--- src/rtl/sr_gate_pkg.sv ---
package sr_gate_pkg;

    // Channel sequencing states
    typedef enum logic [1:0] {
        ST_IDLE    = 2'd0,   // no permission
        ST_HUNT    = 2'd1,   // permitted, debouncing turn-on detect
        ST_CONDUCT = 2'd2,   // gate enabled
        ST_SPENT   = 2'd3    // conducted once in this window
    } chan_state_e;

    // Synchronized input flags, bundled
    typedef struct packed {
        logic arm;
        logic on_det;
        logic off_thr;
        logic rev;
    } chan_flags_t;

    // Registered outputs, bundled
    typedef struct packed {
        logic gate;
        logic done;
        logic miss;
    } chan_outs_t;

    localparam int unsigned DEF_DB_CYC = 25;
    localparam int unsigned DEF_CNT_W  = 16;

    // True when any flag demands an end to conduction
    function automatic logic off_request(input chan_flags_t f, input logic honor);
        return (!f.arm) || f.rev || (f.off_thr && honor);
    endfunction

endpackage

--- src/rtl/sr_on_debounce.sv ---
module sr_on_debounce #(
    parameter int unsigned DB_CYC = 25
) (
    input  logic clk_i,
    input  logic rst_i,
    input  logic enable_i,
    input  logic det_i,
    output logic fire_o
);
    localparam int unsigned DB_W = $clog2(DB_CYC + 1);
    localparam logic [DB_W-1:0] LAST = DB_W'(DB_CYC - 1);
    localparam logic [DB_W-1:0] STEP = DB_W'(1);

    logic [DB_W-1:0] run_q;

    // Fires on the sample that completes the consecutive run
    assign fire_o = enable_i && det_i && (run_q == LAST);

    always_ff @(posedge clk_i) begin
        if (rst_i || !enable_i || !det_i || fire_o) begin
            run_q <= '0;
        end else begin
            run_q <= run_q + STEP;
        end
    end
endmodule

--- src/rtl/sr_ontime_meter.sv ---
module sr_ontime_meter #(
    parameter int unsigned CNT_W = 16
) (
    input  logic             clk_i,
    input  logic             rst_i,
    input  logic             start_i,
    input  logic             run_i,
    input  logic             stop_i,
    output logic [CNT_W-1:0] elapsed_o,
    output logic [CNT_W-1:0] limit_o,
    output logic             honor_o
);
    localparam logic [CNT_W-1:0] CNT_MAX = '1;
    localparam logic [CNT_W-1:0] ONE     = CNT_W'(1);

    logic [CNT_W-1:0] elapsed_q;
    logic [CNT_W-1:0] measured_q;

    always_ff @(posedge clk_i) begin
        if (rst_i) begin
            elapsed_q  <= '0;
            measured_q <= '0;
        end else begin
            if (start_i) begin
                elapsed_q <= ONE;
            end else if (run_i && !stop_i && (elapsed_q != CNT_MAX)) begin
                elapsed_q <= elapsed_q + ONE;
            end
            if (stop_i) begin
                measured_q <= elapsed_q;
            end
        end
    end

    assign elapsed_o = elapsed_q;
    assign limit_o   = measured_q >> 1;
    assign honor_o   = elapsed_q > limit_o;
endmodule

--- src/rtl/sr_gate_fsm.sv ---
module sr_gate_fsm
    import sr_gate_pkg::*;
(
    input  logic        clk_i,
    input  logic        rst_i,
    input  chan_flags_t flags_i,
    input  logic        fire_i,
    input  logic        honor_i,
    output logic        hunt_o,
    output logic        start_o,
    output logic        run_o,
    output logic        stop_o,
    output chan_outs_t  outs_o
);
    chan_state_e state_q, state_d;
    chan_outs_t  outs_q, outs_d;

    assign hunt_o  = (state_q == ST_HUNT) && flags_i.arm;
    assign run_o   = (state_q == ST_CONDUCT);
    assign stop_o  = run_o && off_request(flags_i, honor_i);
    assign start_o = (state_q == ST_HUNT) && flags_i.arm && fire_i;

    always_comb begin
        state_d = state_q;
        outs_d  = '{gate: outs_q.gate, done: 1'b0, miss: 1'b0};
        unique case (state_q)
            ST_IDLE: begin
                if (flags_i.arm) state_d = ST_HUNT;
            end
            ST_HUNT: begin
                if (!flags_i.arm) begin
                    state_d     = ST_IDLE;
                    outs_d.miss = 1'b1;
                end else if (fire_i) begin
                    state_d     = ST_CONDUCT;
                    outs_d.gate = 1'b1;
                end
            end
            ST_CONDUCT: begin
                if (stop_o) begin
                    outs_d.gate = 1'b0;
                    outs_d.done = 1'b1;
                    state_d     = flags_i.arm ? ST_SPENT : ST_IDLE;
                end
            end
            ST_SPENT: begin
                if (!flags_i.arm) state_d = ST_IDLE;
            end
            default: state_d = ST_IDLE;
        endcase
    end

    always_ff @(posedge clk_i) begin
        if (rst_i) begin
            state_q <= ST_IDLE;
            outs_q  <= '0;
        end else begin
            state_q <= state_d;
            outs_q  <= outs_d;
        end
    end

    assign outs_o = outs_q;
endmodule

--- src/rtl/sr_gate_channel.sv ---
module sr_gate_channel
    import sr_gate_pkg::*;
#(
    parameter int unsigned DB_CYC = DEF_DB_CYC,
    parameter int unsigned CNT_W  = DEF_CNT_W
) (
    input  logic clk_i,
    input  logic rst_i,
    input  logic arm_i,
    input  logic on_det_i,
    input  logic off_thr_i,
    input  logic rev_i,
    output logic gate_en_o,
    output logic on_done_o,
    output logic missed_on_o
);
    chan_flags_t      flags;
    chan_outs_t       outs;
    logic             hunt_w, fire_w, start_w, run_w, stop_w, honor_w;
    logic [CNT_W-1:0] elapsed_w, limit_w;

    assign flags = '{arm: arm_i, on_det: on_det_i, off_thr: off_thr_i, rev: rev_i};

    sr_on_debounce #(.DB_CYC(DB_CYC)) u_deb (
        .clk_i    (clk_i),
        .rst_i    (rst_i),
        .enable_i (hunt_w),
        .det_i    (on_det_i),
        .fire_o   (fire_w)
    );

    sr_ontime_meter #(.CNT_W(CNT_W)) u_meter (
        .clk_i     (clk_i),
        .rst_i     (rst_i),
        .start_i   (start_w),
        .run_i     (run_w),
        .stop_i    (stop_w),
        .elapsed_o (elapsed_w),
        .limit_o   (limit_w),
        .honor_o   (honor_w)
    );

    sr_gate_fsm u_fsm (
        .clk_i   (clk_i),
        .rst_i   (rst_i),
        .flags_i (flags),
        .fire_i  (fire_w),
        .honor_i (honor_w),
        .hunt_o  (hunt_w),
        .start_o (start_w),
        .run_o   (run_w),
        .stop_o  (stop_w),
        .outs_o  (outs)
    );

    assign gate_en_o   = outs.gate;
    assign on_done_o   = outs.done;
    assign missed_on_o = outs.miss;
endmodule

--- config.mk ---
export PLATFORM = sky130hd
export DESIGN_NAME = sr_gate_channel
export DESIGN_NICKNAME = d
export VERILOG_FILES = /design/src/rtl/sr_gate_pkg.sv /design/src/rtl/sr_on_debounce.sv /design/src/rtl/sr_ontime_meter.sv /design/src/rtl/sr_gate_fsm.sv /design/src/rtl/sr_gate_channel.sv
export SDC_FILE = /design/constraint.sdc
export NUM_CORES = 1
export LEC_CHECK = 0
export ABC_AREA = 1
export CORE_ASPECT_RATIO = 1.1
export CORE_UTILIZATION = 42
export DETAILED_ROUTE_END_ITERATION = 10
export GPL_ROUTABILITY_DRIVEN = 0
export HOLD_SLACK_MARGIN = 0.12
export SYNTH_ARGS = -nofsm -noshare
export SYNTH_HDL_FRONTEND = slang
export SYNTH_SLANG_ARGS = --single-unit
--- constraint.sdc ---
create_clock -name clk_i -period 5.04 [get_ports clk_i]
set_input_delay 1.008 -clock clk_i [delete_from_list [all_inputs] [get_ports clk_i]]
set_output_delay 1.008 -clock clk_i [all_outputs]
set_load 0.02 [all_outputs]
==> impl_metrics.toml <==
[detailed_routing]
finalWirelength_mm = 4.43
drc_errors = 0
drt_iter0_markers = 108
post_drt_via_cell_ratio = 4.85
wl_per_cell_um = 11.5
antenna_left = 0
num_vias = 1869
firstDrtPassIters = 4

[floorplan]
die_area_mm2 = 0.00588
die_h_um = 80.3
fp.coreArea_mm2 = 0.00536
die_w_um = 73.2
start_util_pct = 43.7
row_count = 28
ios = 9

[sta]
min_period_ns = 2.68
slew_headroom_pct = 56.0
final.setup.tns_ns = 0
rsz0062_at_grt = "no"
setup_viol = 0
finalCritPeriodShare_pct = 53.1
slew_violations = 0
hold_viol = 0
fmax_mhz = 374
skew_ns = 0.00282
worst_pin_slew_ns = 0.659
timing.hold.ws_ns = 0.474

[layout]
fin_cells = 385
fin_nets = 334
final_core_utilization_pct = 47.5
drive_gt1_share_pct = 12.6
syn_to_final_growth_pct = 8.76
fillers = 555
antenna_cells = 0

[yosys]
synthMuxAreaShare_pct = 0
synthTopCellsByArea = "dfxtp_1 35%, nand2_1 11%, ha_1 9.6%"
synth-edff-count = 0
synthXorXnorAreaFrac_pct = 6.36
syn-instance-count = 302
yosys_warnings = 0
synthAdderAreaFrac_pct = 9.62
synthDistinctLibCells = 30
syn_area_mm2 = 0.00234
async_reset_ff_share_pct = 0
synth-seq-area-share_pct = 35.0
syn-num-nets = 326
synth.top_cells.by_count = "68 x nand2_1, 41 x dfxtp_1, 38 x inv_1"
avgSynthCellArea_um2 = 7.76
synth_top_family_by_area = "simple AND/OR/NAND/NOR gates"
synth-seq-cells = 41
synth_most_common_cell = "nand2_1"
yosys.area_share.simple_pct = 28.8
synth_compound_area_share_pct = 11.4
netlist.area_leader.share_pct = 35.0
synth.largest_area_cell = "dfxtp_1"
synthFlopType = "dfxtp_1"

[setup_path]
cp-start-kind = "input pin"
cp_max_fo = 15
crit_slowest_cell = "clkdlybuf4s50_1"
crit_path_end_kind = "flip-flop"
required_ns = 5.19
critical_path_buf_inv_count = 4
cp_cell_sequence = "clkdlybuf4s50_1, inv_1, nor4_1, nand2_1, inv_1, nor2_1, inv_1, a21oi_1"
reg2reg_slack_ns = 2.79
cp_top_family = "buffers and inverters"
cp_common_cell = "inv_1"
max_stage_delay_ns = 0.50
crit_arrival_ns = 2.83
crit_type = "input pin to flip-flop"

[cts]
numCtsBuffers = 5
cts_max_path_buffers = 2
post_cts_buffers = 0
clk_pin_slew_ns = 0.07
cts_root_buffer = "clkbuf_8"
clock-sinks = 41
post_cts_resized = 0
htreeDepth = 2
clk_latency_ns = 0.29
cts_tree = "done"
cts_hold_buf = 0

[global_route]
grt_pass1_wl_mm = 8.01
grt-ovfl-total = 0
grtUsageTotal_pct = 17.6
first_global_vias = 1770
grt_antenna_before_repair = 0
grt_max_degree = 18

[worst_hold_path]
hp-class = "flip-flop to flip-flop"

[power_and_ir_drop]
power_leakage_nw = 1.01
ir_drop_uv = 154
p_total_uw = 557
power_density_mw_per_mm2 = 219

[placed_design]
portBuffers = 8
place_inst = 378
hpwl_mm = 3.27

[run_status]
status = "completed"

[job]
maxCapViolations = 0
power by group:
group | switching (mW) | internal, mW | leakage (nW)
sequential | 0.000269 | 0.324 | 0.330
combinational | 0.00984 | 0.00526 | 0.635
clock | 0.109 | 0.109 | 0.0443
kinds of logic (layout without fill, tap and decap cells):
| kind of cell | Yosys count | in the layout |
|---|---|---|
| AO/OA/AOI/OAI | 39 | 39 |
| XOR/XNOR | 17 | 17 |
| adder cells (fa/ha/maj) | 18 | 18 |
| buffers and inverters | 47 | 55 |
| flip-flops | 41 | 41 |
| AND/OR/NAND/NOR | 140 | 140 |
stage by stage:
stage / area [um2] / worst slack (ns)
2_1_floorplan: 2340 / 2.89
3_3_place_gp: 2460 / 2.11
3_5_place_dp: 2460 / 2.03
4_1_cts: 2550 / 2.32
5_1_grt: 2550 / 2.08
6_report: 2550 / 2.36
area by class of cell:
cell class / count / area [um2] / share of cell area (%)
Inverter: 40 / 150 / 5.89
Multi-Input combinational cell: 214 / 1320 / 51.7
Tap cell: 75 / 93.8 / 3.68
Sequential cell: 41 / 821 / 32.2
Clock buffer: 7 / 86.3 / 3.39
Timing Repair Buffer: 8 / 80.1 / 3.14
path summary, 6_finish.rpt:
kind	start	endpoint	cells past startpoint
setup / recovery	arm_i	u_meter.elapsed_o[15]	8
hold / removal	u_deb.run_q[0]	u_deb.run_q[0]	1
setup reg to reg	u_meter.elapsed_o[12]	u_meter.measured_q[4]	10
hold reg to reg	u_deb.run_q[0]	u_deb.run_q[0]	1
state kept, by name (all words and copies together), names as in the netlist:
register	flops
u_deb.run_q	5
u_fsm.outs_o	3
u_meter.measured_q	15
u_fsm.state_q	2
u_meter.elapsed_o	16
metal layers:
layer	routed length, um	part of all wire (%)	track usage, %	vias up
li1	-	-	-	987
met1	2060	47	21.2	863
met2	2220	50	31.1	14
met3	93	2.1	3.76	5
met4	57	1.3	4.71	0
met5	0	0	0	-
placed cells by master, fill, tap and decap left out, types with 8 or more instances in the layout:
cell             instances
a21oi_1                 12
a21oi_2                 10
clkdlybuf4s50_1          8
dfxtp_1                 41
ha_1                    18
inv_1                   38
nand2_1                 68
nand3_1                 24
nor2_1                  21
o21ai_2                  8
xor2_1                  11
(Power assumes the default switching activity.)
